===== src/rtl/cxc_pkg.sv =====
package cxc_pkg;

   typedef logic [1:0] line_st_t;
   typedef logic [1:0] line_act_t;
   typedef logic [2:0] line_ev_t;
   typedef logic [1:0] asrt_kind_t;

   localparam line_st_t ST_INV = 2'b00;
   localparam line_st_t ST_SHR = 2'b01;
   localparam line_st_t ST_MOD = 2'b10;

   localparam line_ev_t EV_LRD  = 3'b000;
   localparam line_ev_t EV_LWR  = 3'b001;
   localparam line_ev_t EV_SRD  = 3'b010;
   localparam line_ev_t EV_SRDX = 3'b011;
   localparam line_ev_t EV_REPL = 3'b100;

   localparam line_act_t ACT_NONE = 2'b00;
   localparam line_act_t ACT_DATA = 2'b01;
   localparam line_act_t ACT_SHRD = 2'b10;
   localparam line_act_t ACT_WB   = 2'b11;

   localparam asrt_kind_t K_I2S = 2'b00;
   localparam asrt_kind_t K_I2M = 2'b01;
   localparam asrt_kind_t K_S2M = 2'b10;
   localparam asrt_kind_t K_M2I = 2'b11;

   localparam int CAUSE_W = 3;

endpackage


===== src/rtl/cxc_rules.sv =====
module cxc_rules
   import cxc_pkg::*;
(
   input  line_st_t   cur_st,
   input  line_ev_t   ev,
   output line_st_t   nxt_st,
   output line_act_t  nxt_act,
   output logic       need_asrt,
   output asrt_kind_t asrt_kind
);

   always_comb begin
      nxt_st  = cur_st;
      nxt_act = ACT_NONE;
      unique case (cur_st)
         ST_INV: begin
            if (ev == EV_LRD)      nxt_st = ST_SHR;
            else if (ev == EV_LWR) nxt_st = ST_MOD;
         end
         ST_SHR: begin
            if (ev == EV_LWR)                         nxt_st = ST_MOD;
            else if (ev == EV_SRDX || ev == EV_REPL)  nxt_st = ST_INV;
            else if (ev == EV_SRD)                    nxt_act = ACT_SHRD;
         end
         ST_MOD: begin
            if (ev == EV_SRD) begin
               nxt_st  = ST_SHR;
               nxt_act = ACT_DATA;
            end else if (ev == EV_SRDX) begin
               nxt_st  = ST_INV;
               nxt_act = ACT_DATA;
            end else if (ev == EV_REPL) begin
               nxt_st  = ST_INV;
               nxt_act = ACT_WB;
            end
         end
         default: begin
            nxt_st  = cur_st;
            nxt_act = ACT_NONE;
         end
      endcase
   end

   always_comb begin
      need_asrt = 1'b0;
      asrt_kind = K_I2S;
      unique case ({cur_st, nxt_st})
         {ST_INV, ST_SHR}: begin need_asrt = 1'b1; asrt_kind = K_I2S; end
         {ST_INV, ST_MOD}: begin need_asrt = 1'b1; asrt_kind = K_I2M; end
         {ST_SHR, ST_MOD}: begin need_asrt = 1'b1; asrt_kind = K_S2M; end
         {ST_MOD, ST_INV}: begin need_asrt = 1'b1; asrt_kind = K_M2I; end
         default: begin need_asrt = 1'b0; asrt_kind = K_I2S; end
      endcase
   end

endmodule


===== config.mk =====
export PLATFORM = sky130hd
export DESIGN_NAME = cxc_rules
export DESIGN_NICKNAME = d
export VERILOG_FILES = /design/src/rtl/cxc_pkg.sv /design/src/rtl/cxc_rules.sv
export SDC_FILE = /design/constraint.sdc
export NUM_CORES = 1
export LEC_CHECK = 0
export BUFFER_PORTS_ARGS = -buffer_cell sky130_fd_sc_hd__buf_4
export CAP_MARGIN = 5
export CORE_AREA = 4 4 41 43
export DETAILED_ROUTE_END_ITERATION = 7
export DIE_AREA = 0 0 45 47
export MAX_ROUTING_LAYER = met4
export PLACE_DENSITY = 0.54
export RECOVER_POWER = 25
export REMOVE_ABC_BUFFERS = 1
export SLEW_MARGIN = 20
export SYNTH_ARGS = -nofsm -noshare
export SYNTH_HDL_FRONTEND = slang
export SYNTH_SLANG_ARGS = --single-unit

===== constraint.sdc =====
create_clock -name vclk -period 2.3
set_clock_uncertainty 0.15 [all_clocks]
set_input_delay 0.345 -clock vclk [all_inputs]
set_output_delay 0.345 -clock vclk [all_outputs]
set_load 0.05 [all_outputs]

==> flow_summary.json, run 1 <==
{
  "place_congestion": 0.761,
  "fin_cells": 94,
  "drc": 0,
  "worst-path-stages": 7,
  "multi_input_area_sq_um": 405,
  "status": "finished with violations",
  "rsz0062_at_grt": "yes",
  "p_sw_uw": 106,
  "end_kind": "output port",
  "cp_cell_sequence": "buf_6 > or3b_4 > a211o_1 > and3_4 > a21o_1 > a221oi_4 > buf_6",
  "hold_path.class": "in -> out",
  "max_slew_margin": 0.606,
  "min_from": "ev[0]",
  "start_util": 0.263,
  "io_pins": 12,
  "fillers": 126,
  "synth_area_leaders": "ha_1 (15%), a21oi_1 (7.3%), o21ai_0 (5.9%)",
  "yosys.area.top_type_share": 0.147,
  "crit_path_max_fanout": 4,
  "post-place-cells": 90,
  "avgSynthCellArea_sq_um": 6.97,
  "routedWlPerCell_um": 13.0,
  "synth_area_sq_um": 342,
  "post-route-util": 0.544,
  "design.seq.count": 0,
  "power_frac_seq": 0,
  "cpMostUsedCell": "buf_6",
  "power_density_nw_per_um2": 275,
  "core_sq_um": 1300,
  "hold_violations": 0,
  "setup_ws_ns": -0.110,
  "dieArea_sq_um": 2120,
  "grt-ovfl-total": 0,
  "die_w_um": 45,
  "synth_top_area_cell": "ha_1",
  "numPortBuffers": 12,
  "critPathBufInv": 2,
  "min_period_over_period": 1.05,
  "setup_viol": 4,
  "avgViaCountPerCell": 5.00,
  "grtUsageTotal": 0.113,
  "period_needed_ns": 2.41,
  "critPathLaunchType": "input port",
  "dp_hpwl_um": 906,
  "violations": "setup timing",
  "grt_antenna_before_repair": 0,
  "hold_buffers": 0,
  "die_y_um": 47,
  "routed_wirelength_um": 1220,
  "crit_type": "in -> out",
  "drv_cap": 0,
  "yosysWarnings": 0,
  "startpoint": "ev[1]",
  "clkbuf_count": 0,
  "cpLargestDelayFamily": "compound AO/OA/AOI/OAI gates",
  "ff_latch_area_sq_um": 0,
  "clkPwrFrac": 0,
  "grt_pass1_vias": 441,
  "drive_gt1_frac": 0.646,
  "worstMarginPinSlew_ns": 0.594,
  "rows": 13,
  "firstDrtPassIters": 2,
  "fin_nets": 90,
  "synth.distinct_cells": 28,
  "max_stage_delay_ns": 0.40,
  "fmax_mhz": 415,
  "area_growth_pct": 107,
  "grt_pass1_wl_um": 1790,
  "finalMaxSlewViolations": 0,
  "antennaDiodeCount": 0,
  "cp.arrival_ns": 1.91,
  "num_vias": 470,
  "netlist_instances": 49,
  "required_ns": 1.80,
  "critPathSlowestCell": "or3b_4",
  "p_leak_uw": 0.000305,
  "yosysSeqAreaShare": 0,
  "worstSetupEndpoint": "need_asrt",
  "power_frac_comb": 1.000,
  "sw_frac_of_total": 0.547,
  "grt_max_degree": 9,
  "postRouteAntennaNets": 0,
  "drt_iter0_markers": 1,
  "vdd_drop_max_uv": 98.1,
  "intPower_uw": 88.2
}
## stage by stage
stage	TNS [ns]	total power (uW)	setup WS (ns)	cell area (sq um)	hold WS, ns
floorplan	-1.82	91.3	-0.663	327	0.718
global placement	-0.676	150	-0.214	556	0.968
detailed placement	-0.563	152	-0.185	556	0.972
CTS	-0.179	172	-0.0842	639	0.957
global route	-0.610	208	-0.188	708	0.977
finish	-0.293	195	-0.110	708	0.963
## cell usage after synthesis
| master | number |
|---|---|
| o221ai_2 | 1 |
| nor2_1 | 2 |
| a211o_1 | 1 |
| a31o_2 | 1 |
| o211ai_1 | 1 |
| nor2b_1 | 1 |
| buf_6 | 1 |
| inv_1 | 5 |
| or4_1 | 1 |
| nand3b_1 | 1 |
| a221oi_2 | 1 |
| ha_1 | 4 |
| nand2_1 | 2 |
| nor3b_1 | 1 |
| and2_1 | 2 |
| or3b_4 | 1 |
| o21ai_0 | 4 |
| a21oi_1 | 5 |
| nand3_1 | 2 |
| nand2b_1 | 1 |
| a2111oi_0 | 1 |
| and3_4 | 1 |
| clkbuf_1 | 1 |
| a31oi_1 | 3 |
| a21o_1 | 1 |
| nor3_1 | 2 |
| or2b_1 | 1 |
| mux2i_1 | 1 |
## cell usage in the layout, fill, tap and decap left out, drive strengths merged
cell | synthesis | routed
a211o | 1 | 1
nor3 | 2 | 2
a2111oi | 1 | 1
mux2i | 1 | 1
and2 | 2 | 2
a221oi | 1 | 1
nand3 | 2 | 2
nor2 | 2 | 2
nand2b | 1 | 1
o21ai | 4 | 4
nand3b | 1 | 1
nor3b | 1 | 1
nor2b | 1 | 1
ha | 4 | 4
inv | 5 | 5
a21oi | 5 | 5
or4 | 1 | 1
a31o | 1 | 1
o221ai | 1 | 1
and3 | 1 | 1
nand2 | 2 | 2
a21o | 1 | 1
o211ai | 1 | 1
or2b | 1 | 1
buf | 1 | 31
or3b | 1 | 1
a31oi | 3 | 3
clkbuf | 1 | 1
## what timing repair did
action	in CTS	in global routing
setup endpoints to repair	4	5
endpoints found under the hold margin	0	0
pin swaps	11	6
gates resized for setup	19	12
buffers inserted	3	1
## kinds of logic (layout without fill, tap and decap cells)
logic type      after synthesis  count (layout)  synth area share
fa+ha+maj                     4               4             0.147
simple gates                 18              18             0.330
buf+inv                       7              37            0.0989
compound gates               19              19             0.396
mux                           1               1            0.0293
## layout make-up
| class | instances | area share |
|---|---|---|
| multi-input combinational | 42 | 0.572 |
| timing repair buffer | 32 | 0.371 |
| inverter | 5 | 0.0300 |
| tap | 15 | 0.0265 |
## worst min-delay path, delay by kind of cell
| kind | cells | cell delay, ns |
|---|---|---|
| simple gates | 1 | 0.05 |
| buf+inv | 3 | 0.37 |
## power by group through the flow
| stage | Combinational (uW) | Sequential [uW] | Clock (uW) |
|---|---|---|---|
| 2_1_floorplan | 91.3 | 0 | 0 |
| 3_3_place_gp | 150 | 0 | 0 |
| 3_5_place_dp | 152 | 0 | 0 |
| 6_report | 195 | 0 | 0 |
| 5_1_grt | 208 | 0 | 0 |
| 4_1_cts | 172 | 0 | 0 |
## per-layer routing
layer / global-route usage / vias to the layer above / part of all wire
li1: - / 245 / -
met1: 0.139 / 215 / 0.45
met2: 0.212 / 10 / 0.52
met3: 0 / 0 / 0.033
met4: 0.0117 / 0 / 0
met5: - / - / 0
## worst min path at each step
stage                       to  cells past startpoint
floorplan           nxt_act[1]                      1
global placement    nxt_act[1]                      4
detailed placement  nxt_act[1]                      4
CTS                 nxt_act[1]                      4
global route        nxt_act[1]                      4
finish              nxt_act[1]                      4
Power figures use the tool's default switching activity.
==> inputs of run 2 (changes only) <==
Settings changed: GPL_TIMING_DRIVEN from default to 0.
Clock period 2.3 ns to 2.81 ns, I/O delays scaled along.
==> flow_summary.json, run 2 (synthesis results as in run 1) <==
{
  "grt_antenna_before_repair": 0,
  "start_util": 0.263,
  "rsz0062_at_grt": "no",
  "drv_cap": 0,
  "critPathSlowestCell": "or3b_4",
  "critPathBufInv": 2,
  "startpoint": "ev[1]",
  "max_slew_margin": 0.788,
  "drt_iter0_markers": 6,
  "grt_max_degree": 10,
  "die_w_um": 45,
  "postRouteAntennaNets": 0,
  "cpLargestDelayFamily": "compound AO/OA/AOI/OAI gates",
  "hold_slack_ns": 1.04,
  "grtUsageTotal": 0.0853,
  "status": "finished clean",
  "cp.arrival_ns": 2.15,
  "vdd_drop_max_uv": 92.7,
  "final_cell_mix": "buf_4 (12), inv_1 (5), a21oi_1 (5), o21ai_0 (4), a31oi_1 (3)",
  "grt_pass1_vias": 322,
  "die_y_um": 47,
  "antennaDiodeCount": 0,
  "crit_path_max_fanout": 9,
  "p_leak_uw": 0.000194,
  "setup_viol": 0,
  "power_density_nw_per_um2": 241,
  "core_sq_um": 1300,
  "grt_pass1_wl_um": 1390,
  "avgViaCountPerCell": 5.51,
  "required_ns": 2.24,
  "num_vias": 408,
  "rows": 13,
  "min_from": "ev[0]",
  "worstMarginPinSlew_ns": 0.318,
  "ff_latch_area_sq_um": 0,
  "clkbuf_count": 0,
  "routed_wirelength_um": 926,
  "end_kind": "output port",
  "drc": 0,
  "critPathLaunchType": "input port",
  "cts_setup_buffers": 0,
  "fmax_mhz": 367,
  "io_pins": 12,
  "hold_violations": 0,
  "design.seq.count": 0,
  "min_period_over_period": 0.969,
  "max_stage_delay_ns": 0.43,
  "hold_path.class": "in -> out",
  "period_needed_ns": 2.72,
  "fin_nets": 70,
  "numPortBuffers": 12,
  "area_growth_pct": 34.4,
  "final_common_cell": "buf_4",
  "crit_type": "in -> out",
  "post-route-util": 0.353,
  "finalMaxSlewViolations": 0,
  "dp_hpwl_um": 664,
  "dieArea_sq_um": 2120,
  "cpMostUsedCell": "buf_4",
  "firstDrtPassIters": 4,
  "place_congestion": 0.794,
  "fillers": 158,
  "grt-ovfl-total": 0,
  "cp_cell_sequence": "buf_4 > or3b_4 > a211o_1 > and3_4 > a21o_1 > a221oi_2 > buf_4",
  "drive_gt1_frac": 0.339,
  "routedWlPerCell_um": 12.5
}
==> run 2: timing repair <==
action	in CTS	in global routing
resized for setup	1	4
hold buffers	0	0
endpoints found under the setup margin	3	3
==> run 2: power by group <==
group	internal, uW	switching (uW)	total [uW]
Combinational	39.2	71.3	110
Sequential	0	0	0
Clock	0	0	0
==> run 2: final timing paths <==
| kind | endpoint | depth (start not counted) | slack [ns] |
|---|---|---|---|
| min | nxt_act[1] | 3 | 1.04 |
| max | need_asrt | 7 | 0.09 |
==> run 2: stage by stage <==
| stage | cells | worst slack [ns] | TNS (ns) | total power (uW) | instance area, sq um |
|---|---|---|---|---|---|
| after floorplan | 47 | -0.306 | -0.593 | 74.7 | 327 |
| after global placement | 74 | -0.0578 | -0.165 | 106 | 435 |
| after detailed placement | 74 | -0.0666 | -0.161 | 106 | 435 |
| after CTS | 74 | 0.0120 | 0 | 107 | 437 |
| after global routing | 74 | 0.0240 | 0 | 118 | 459 |
| final | 74 | 0.0862 | 0 | 110 | 459 |
==> run 2: final cells by class <==
type                            instances  area, sq um  area share
Timing Repair Buffer                   12         90.1       0.196
Tap cell                               15         18.8      0.0409
Inverter                                5         18.8      0.0409
Multi-Input combinational cell         42          332       0.722
==> run 2: worst min-delay path: stages <==
cell and delay (ns):
buf_4 0.11, nor3b_1 0.05, buf_4 0.18
==> run 2: metal layers <==
metal	vias up	GRT usage	wire length (um)
met5	-	-	0
met4	0	0	0
met3	0	0	74
met2	16	0.133	392
met1	188	0.130	459
li1	204	-	-
